--- src/rtl/fpm_pkg.sv ---
// Package: shared operand class encoding for the floating-point multiplier.
// Assumes: classes are decided from exponent and fraction alone.
package fpm_pkg;
    typedef enum logic [1:0] {
        CLS_NORM = 2'd0,
        CLS_ZERO = 2'd1,
        CLS_INF  = 2'd2,
        CLS_NAN  = 2'd3
    } fp_cls_t;
endpackage

--- src/rtl/fpm_unpack.sv ---
// Module: splits one operand word into sign, exponent and significand with
// hidden bit, and classifies it.
// Assumes: exponent code 0 is treated as zero (denormal inputs are flushed).
module fpm_unpack #(
    parameter int EXP_W  = 8,
    parameter int FRAC_W = 23
) (
    input  logic [EXP_W+FRAC_W:0] op,
    output logic                  sign,
    output logic [EXP_W-1:0]      exp,
    output logic [FRAC_W:0]       sig,
    output fpm_pkg::fp_cls_t      cls
);
    localparam int W = 1 + EXP_W + FRAC_W;

    logic [FRAC_W-1:0] frac;

    // Field split and class decode from the exponent code extremes.
    always_comb begin
        sign = op[W-1];
        exp  = op[W-2 -: EXP_W];
        frac = op[FRAC_W-1:0];
        if (exp == '0)
            cls = fpm_pkg::CLS_ZERO;
        else if (exp == '1)
            cls = (frac == '0) ? fpm_pkg::CLS_INF : fpm_pkg::CLS_NAN;
        else
            cls = fpm_pkg::CLS_NORM;
        sig = {cls == fpm_pkg::CLS_NORM, frac};
    end
endmodule

--- src/rtl/fpm_special.sv ---
// Module: resolves the result when either operand is zero, infinity or NaN.
// Assumes: sign is already the XOR of the operand signs.
module fpm_special #(
    parameter int EXP_W  = 8,
    parameter int FRAC_W = 23
) (
    input  fpm_pkg::fp_cls_t      cls_a,
    input  fpm_pkg::fp_cls_t      cls_b,
    input  logic                  sign,
    output logic                  hit,
    output logic [EXP_W+FRAC_W:0] word
);
    import fpm_pkg::*;

    localparam logic [EXP_W+FRAC_W:0] QNAN =
        {1'b0, {EXP_W{1'b1}}, 1'b1, {(FRAC_W-1){1'b0}}};

    logic any_nan, any_inf, any_zero;

    // Priority: NaN, then infinity times zero, then infinity, then zero.
    always_comb begin
        any_nan  = (cls_a == CLS_NAN)  || (cls_b == CLS_NAN);
        any_inf  = (cls_a == CLS_INF)  || (cls_b == CLS_INF);
        any_zero = (cls_a == CLS_ZERO) || (cls_b == CLS_ZERO);
        hit      = any_nan || any_inf || any_zero;
        if (any_nan || (any_inf && any_zero))
            word = QNAN;
        else if (any_inf)
            word = {sign, {EXP_W{1'b1}}, {FRAC_W{1'b0}}};
        else
            word = {sign, {(EXP_W+FRAC_W){1'b0}}};
    end
endmodule

--- src/rtl/fpm_round.sv ---
// Module: normalizes the raw significand product, rounds to nearest-even,
// renormalizes on carry-out and packs the word with range flags.
// Assumes: prod is the product of two significands with hidden one set,
// so its top bit or the one below it is 1.
module fpm_round #(
    parameter int EXP_W  = 8,
    parameter int FRAC_W = 23
) (
    input  logic                    sign,
    input  logic signed [EXP_W+1:0] exp_in,
    input  logic [2*FRAC_W+1:0]     prod,
    output logic [EXP_W+FRAC_W:0]   word,
    output logic                    ovf,
    output logic                    unf
);
    localparam int SIG_W  = FRAC_W + 1;
    localparam int PROD_W = 2 * SIG_W;
    localparam int XE_W   = EXP_W + 2;
    localparam int EMAX   = (1 << EXP_W) - 2;

    logic                   top;
    logic [SIG_W-1:0]       kept;
    logic                   guard_b, round_b, sticky_b, inc;
    logic [SIG_W:0]         sum;
    logic                   carry;
    logic [SIG_W-1:0]       fin_sig;
    logic signed [XE_W-1:0] exp_f;

    // Select the kept window and the guard, round and sticky bits.
    always_comb begin
        top = prod[PROD_W-1];
        if (top) begin
            kept     = prod[PROD_W-1 -: SIG_W];
            guard_b  = prod[PROD_W-1-SIG_W];
            round_b  = prod[PROD_W-2-SIG_W];
            sticky_b = |prod[PROD_W-3-SIG_W:0];
        end else begin
            kept     = prod[PROD_W-2 -: SIG_W];
            guard_b  = prod[PROD_W-2-SIG_W];
            round_b  = prod[PROD_W-3-SIG_W];
            sticky_b = |prod[PROD_W-4-SIG_W:0];
        end
    end

    // Round to nearest-even, renormalize on carry-out, then range check and pack.
    always_comb begin
        inc     = guard_b & (round_b | sticky_b | kept[0]);
        sum     = {1'b0, kept} + {{SIG_W{1'b0}}, inc};
        carry   = sum[SIG_W];
        fin_sig = carry ? sum[SIG_W:1] : sum[SIG_W-1:0];
        exp_f   = exp_in + $signed({{(XE_W-1){1'b0}}, top})
                         + $signed({{(XE_W-1){1'b0}}, carry});
        ovf     = exp_f > $signed(XE_W'(EMAX));
        unf     = exp_f < $signed(XE_W'(1));
        if (ovf)
            word = {sign, {EXP_W{1'b1}}, {FRAC_W{1'b0}}};
        else if (unf)
            word = {sign, {(EXP_W+FRAC_W){1'b0}}};
        else
            word = {sign, exp_f[EXP_W-1:0], fin_sig[FRAC_W-1:0]};
    end
endmodule

--- src/rtl/fpmul_top.sv ---
// Module: two-stage pipelined single-precision multiplier.
// Stage 1 decodes, resolves special operands, sums exponents, multiplies significands.
// Stage 2 rounds and registers the result with overflow/underflow flags.
// Assumes: synchronous active-low reset; one operand pair per cycle at most.
module fpmul_top #(
    parameter int EXP_W  = 8,
    parameter int FRAC_W = 23
) (
    input  logic                    clk,
    input  logic                    rst_n,
    input  logic                    in_valid,
    input  logic [EXP_W+FRAC_W:0]   in_a,
    input  logic [EXP_W+FRAC_W:0]   in_b,
    output logic                    out_valid,
    output logic [EXP_W+FRAC_W:0]   out_result,
    output logic                    out_ovf,
    output logic                    out_unf
);
    localparam int W      = 1 + EXP_W + FRAC_W;
    localparam int SIG_W  = FRAC_W + 1;
    localparam int PROD_W = 2 * SIG_W;
    localparam int XE_W   = EXP_W + 2;
    localparam int BIAS   = (1 << (EXP_W - 1)) - 1;

    logic [1:0]             op_sign;
    logic [EXP_W-1:0]       op_exp [2];
    logic [SIG_W-1:0]       op_sig [2];
    fpm_pkg::fp_cls_t       op_cls [2];

    genvar gi;
    generate
        for (gi = 0; gi < 2; gi++) begin : g_unp
            fpm_unpack #(.EXP_W(EXP_W), .FRAC_W(FRAC_W)) u_unp (
                .op   ((gi == 0) ? in_a : in_b),
                .sign (op_sign[gi]),
                .exp  (op_exp[gi]),
                .sig  (op_sig[gi]),
                .cls  (op_cls[gi])
            );
        end
    endgenerate

    logic             res_sign;
    logic             spec_hit;
    logic [W-1:0]     spec_word;
    logic signed [XE_W-1:0] exp_sum;

    assign res_sign = op_sign[0] ^ op_sign[1];

    fpm_special #(.EXP_W(EXP_W), .FRAC_W(FRAC_W)) u_spec (
        .cls_a (op_cls[0]),
        .cls_b (op_cls[1]),
        .sign  (res_sign),
        .hit   (spec_hit),
        .word  (spec_word)
    );

    // Biased exponent recombination: subtract one bias from the sum.
    assign exp_sum = $signed({2'b00, op_exp[0]}) + $signed({2'b00, op_exp[1]})
                   - $signed(XE_W'(BIAS));

    logic                   s1_valid, s1_special, s1_sign;
    logic [W-1:0]           s1_spec;
    logic signed [XE_W-1:0] s1_exp;
    logic [PROD_W-1:0]      s1_prod;

    // Stage 1 register: decoded operands and raw significand product.
    always_ff @(posedge clk) begin
        if (!rst_n) begin
            s1_valid   <= 1'b0;
            s1_special <= 1'b0;
            s1_sign    <= 1'b0;
            s1_spec    <= '0;
            s1_exp     <= '0;
            s1_prod    <= '0;
        end else begin
            s1_valid   <= in_valid;
            s1_special <= spec_hit;
            s1_sign    <= res_sign;
            s1_spec    <= spec_word;
            s1_exp     <= exp_sum;
            s1_prod    <= PROD_W'(op_sig[0]) * PROD_W'(op_sig[1]);
        end
    end

    logic [W-1:0] rnd_word;
    logic         rnd_ovf, rnd_unf;

    fpm_round #(.EXP_W(EXP_W), .FRAC_W(FRAC_W)) u_rnd (
        .sign   (s1_sign),
        .exp_in (s1_exp),
        .prod   (s1_prod),
        .word   (rnd_word),
        .ovf    (rnd_ovf),
        .unf    (rnd_unf)
    );

    // Stage 2 register: pick special or rounded result; flags only with valid.
    always_ff @(posedge clk) begin
        if (!rst_n) begin
            out_valid  <= 1'b0;
            out_result <= '0;
            out_ovf    <= 1'b0;
            out_unf    <= 1'b0;
        end else begin
            out_valid  <= s1_valid;
            out_result <= s1_special ? s1_spec : rnd_word;
            out_ovf    <= s1_valid & ~s1_special & rnd_ovf;
            out_unf    <= s1_valid & ~s1_special & rnd_unf;
        end
    end

    localparam logic [W-1:0] QNAN_W = {1'b0, {EXP_W{1'b1}}, 1'b1, {(FRAC_W-1){1'b0}}};

    assert_lat_R1: assert property (@(posedge clk) disable iff (!rst_n)
        in_valid |=> ##1 out_valid);
    assert_bubble_R1: assert property (@(posedge clk) disable iff (!rst_n)
        !in_valid |=> ##1 !out_valid);
    assert_sign_R2: assert property (@(posedge clk) disable iff (!rst_n)
        (in_valid && in_a[W-2 -: EXP_W] != '0 && in_a[W-2 -: EXP_W] != '1 &&
         in_b[W-2 -: EXP_W] != '0 && in_b[W-2 -: EXP_W] != '1)
        |=> ##1 (out_result[W-1] == $past(in_a[W-1] ^ in_b[W-1], 2)));
    assert_ovf_inf_R6: assert property (@(posedge clk) disable iff (!rst_n)
        (out_valid && out_ovf) |-> (out_result[W-2:0] == {{EXP_W{1'b1}}, {FRAC_W{1'b0}}}));
    assert_flag_excl_R6: assert property (@(posedge clk) disable iff (!rst_n)
        !(out_ovf && out_unf));
    assert_unf_zero_R7: assert property (@(posedge clk) disable iff (!rst_n)
        (out_valid && out_unf) |-> (out_result[W-2:0] == '0));
    assert_nan_canon_R8: assert property (@(posedge clk) disable iff (!rst_n)
        (out_valid && out_result[W-2 -: EXP_W] == '1 && out_result[FRAC_W-1:0] != '0)
        |-> (out_result == QNAN_W && !out_ovf && !out_unf));
    assert_idle_flags_R12: assert property (@(posedge clk) disable iff (!rst_n)
        !out_valid |-> (!out_ovf && !out_unf));
endmodule

--- config.mk ---
export PLATFORM = sky130hd
export DESIGN_NAME = fpmul_top
export DESIGN_NICKNAME = d
export VERILOG_FILES = /design/src/rtl/fpm_pkg.sv /design/src/rtl/fpm_unpack.sv /design/src/rtl/fpm_special.sv /design/src/rtl/fpm_round.sv /design/src/rtl/fpmul_top.sv
export SDC_FILE = /design/constraint.sdc
export NUM_CORES = 2
export LEC_CHECK = 0
export BUFFER_PORTS_ARGS = -buffer_cell sky130_fd_sc_hd__buf_2
export CAP_MARGIN = 15
export CORE_ASPECT_RATIO = 1.2
export CORE_MARGIN = 4
export CORE_UTILIZATION = 35
export CTS_BUF_LIST = sky130_fd_sc_hd__clkbuf_8
export CTS_CLUSTER_SIZE = 20
export DETAILED_ROUTE_END_ITERATION = 16
export PLACE_DENSITY = 0.48
export SKIP_LAST_GASP = 1
export SLEW_MARGIN = 15
export SYNTH_ARGS = -nofsm -noshare
export SYNTH_HDL_FRONTEND = slang
export SYNTH_SLANG_ARGS = --single-unit
--- constraint.sdc ---
create_clock -name clk -period 8.7 [get_ports clk]
set_input_delay 1.74 -clock clk [delete_from_list [all_inputs] [get_ports clk]]
set_output_delay 1.74 -clock clk [all_outputs]
set_load 0.01 [all_outputs]
==> qor.yml <==
postCtsSetupRepairBufs: 0
rsz0062_at_grt: "false"
nets: 3444
drc: 0
hold_class: "reg2reg"
initial_core_util: 0.354
slowest_stage: "fa_1"
fin_crit_sh: 0.950
cts_sinks: 99
insertion_delay_ps: 370
cpMostUsedCell: "fa_1"
via_count: 17502
ant_nets: 0
dp_hpwl_um: 54100
fillCellCount: 6709
syn-instance-count: 2654
required_ps: 8970
synth.mux.area_fraction: 0.00703
outcome: "completed"
io_buffers: 101
syn_area_um2: 23300
std_cell_rows: 103
start_kind: "input pin"
path_depth: 28
worst-r2r-cell-count: 22
place_congestion: 0.858
grt_usage: 0.190
hold_ws_ps: 458
yosysSeqAreaShare: 0.0850
syn2layout_area_growth_pct: 7.83
drtPass1Iterations: 4
crit_family: "adder cells"
antenna_found_initial: 8
yosysWarnings: 0
chipHeight_um: 291
synthArstFlopShare: 0
cts-root-buf: "clkbuf_8"
grt_pass1_vias: 19427
synth_compound_area_frac: 0.0579
setup_tns_ps: 0
viasPerCell: 4.86
grt_pass1_wl_um: 108000
overflow: 0
slew_viol_final: 0
wl_per_cell_um: 18.3
synth_seq_cells: 99
wirelength_um: 65700
die_x_um: 244
ctsHoldBuffers: 0
post_cts_resize_count: 0
synthXorXnorAreaFrac: 0.0304
arrival_ps: 8530
finalClockSkew_ps: 11.9
path_max_fanout: 9
cts_buffer_depth: 2
htreeDepth: 3
cts_buffers: 9
critPathMaxStageDelay_ps: 550
fmax_mhz: 121
worst-setup-path-type: "in2reg"
synth_top_family_by_area: "adder cells"
synth-main-ff-cell: "dfxtp_1"
coreArea_um2: 65900
grt_max_degree: 82
path_buf_inv: 7
dr.first_iter.drc_count: 834
whs_path_depth: 2
hold_violations: 0
yosysUniqueCellTypes: 72
die_area_um2: 70800
postSynthAreaPerCell_um2: 8.78
dpl.cell_count: 3582
ioPinCount: 102
synth_fp_nets: 3397
setup-violations-final: 0
yosys.area_share.simple: 0.190
synth_edf_count: 0
slew_headroom: 0.479
finalCriticalPeriod_ps: 8270
final_cells: 3599
cts.clk_slew.worst_paths_ps: 100
layout-drive-gt1-share: 0.0776
synth_fa_ha_area_frac: 0.519
worstMarginPinSlew_ps: 781
end_kind: "flop"
cts_tree: "yes"
max_cap_viol_count: 0
## layout make-up
class | count | area [um2] | share of cell area
flip-flops and latches | 99 | 1980 | 0.0789
repair buffers | 164 | 1000 | 0.0399
clock inverters | 6 | 66.3 | 0.00264
clock buffers | 9 | 124 | 0.00493
diodes | 2 | 5.00 | 0.000199
multi-input cells | 1875 | 18800 | 0.747
inverters | 552 | 2070 | 0.0825
well taps | 892 | 1120 | 0.0444
## worst reg2reg max path, delay by kind of cell (launching register included)
| family | cells | cell delay, ps |
|---|---|---|
| AND/OR/NAND/NOR | 11 | 2790 |
| AO/OA/AOI/OAI | 5 | 1220 |
| adder cells (fa/ha/maj) | 3 | 1030 |
| buffers and inverters | 2 | 580 |
| flip-flops | 1 | 360 |
| XOR/XNOR | 1 | 230 |
## metrics by stage
step | utilization | instance area, um2 | worst slack, ps
after CTS | 0.382 | 25100 | 451
after global placement | 0.379 | 24900 | 74.4
final | 0.382 | 25100 | 431
after detailed placement | 0.379 | 24900 | 70.8
after global routing | 0.382 | 25100 | 121
after floorplan | - | 23300 | 666
## worst paths after layout
kind                    endpoint   startpoint  slack, ps
hold / removal    out_result[22]  s1_spec[22]        460
setup / recovery     s1_prod[43]     in_a[27]        430
hold reg to reg   out_result[22]  s1_spec[22]        460
setup reg to reg  out_result[18]  s1_prod[47]       2390
## flip-flops by register name, indices dropped and copies added, names as in the netlist
register / count
s1_spec: 3
s1_prod: 48
out_ovf: 1
s1_special: 1
s1_sign: 1
s1_valid: 1
out_valid: 1
out_result: 32
s1_exp: 10
out_unf: 1
## layer usage
metal | global-route usage | wire [um]
met4 | 0.0326 | 946
met5 | 0 | 13
met1 | 0.260 | 29700
met2 | 0.329 | 32100
met3 | 0.0251 | 3020
## cell usage in the layout (no fill, tap or decap), types with 13 or more instances in the layout
cell	count
a21o_1	20
xor2_1	41
nand2_1	427
xnor2_1	40
nor3_1	14
dfxtp_1	98
a21oi_1	69
ha_1	192
and3_1	13
inv_1	553
buf_2	101
nor2_1	55
and2_1	282
nor4_1	20
o21ai_0	27
nand4_1	15
nor2b_1	21
buf_4	61
mux2i_1	13
nand3_1	31
fa_1	484
## cell families after synthesis
family / after synthesis
and+or+nand+nor: 905
buffers and inverters: 680
muxes: 16
AOI/OAI and AO/OA: 197
xor gates and xnor gates: 81
adders and majority gates: 676
DFF: 99
## cell usage after synthesis (2+ instances only)
| cell type | n | area share |
|---|---|---|
| mux2_2 | 3 | 0.0014 |
| and2_1 | 282 | 0.076 |
| buf_2 | 4 | 0.00086 |
| or4_1 | 2 | 0.00064 |
| nand2b_1 | 8 | 0.0021 |
| nor2_1 | 55 | 0.0089 |
| nand3b_1 | 2 | 0.00064 |
| a21o_1 | 20 | 0.0064 |
| o22ai_1 | 2 | 0.00054 |
| o21a_1 | 9 | 0.0029 |
| and3_1 | 13 | 0.0035 |
| and3b_1 | 3 | 0.0011 |
| a221oi_1 | 2 | 0.00075 |
| buf_1 | 4 | 0.00064 |
| o41ai_2 | 2 | 0.0014 |
| a311oi_1 | 2 | 0.00075 |
| ha_1 | 192 | 0.10 |
| nor4_1 | 20 | 0.0054 |
| nand2_1 | 427 | 0.069 |
| or2_2 | 3 | 0.00081 |
| nor3_1 | 14 | 0.0030 |
| o21ai_0 | 27 | 0.0058 |
| o21bai_1 | 9 | 0.0029 |
| o21ai_1 | 4 | 0.00086 |
| inv_1 | 552 | 0.089 |
| fa_1 | 484 | 0.42 |
| a31oi_1 | 9 | 0.0024 |
| or3_1 | 2 | 0.00054 |
| nand3_1 | 31 | 0.0067 |
| a211oi_2 | 2 | 0.0011 |
| nor3_2 | 2 | 0.00086 |
| nand4_1 | 15 | 0.0040 |
| and4_1 | 2 | 0.00075 |
| mux2i_1 | 13 | 0.0056 |
| clkbuf_1 | 116 | 0.019 |
| a211oi_1 | 9 | 0.0029 |
| a21oi_1 | 71 | 0.015 |
| xnor2_1 | 40 | 0.015 |
| xor2_1 | 41 | 0.015 |
| buf_4 | 3 | 0.00097 |
| dfxtp_1 | 99 | 0.085 |
| o31ai_1 | 4 | 0.0013 |
| nor2b_1 | 21 | 0.0056 |
Power is not shown: default switching activity piles up to over one toggle a cycle in this logic, so the estimate is an artifact.
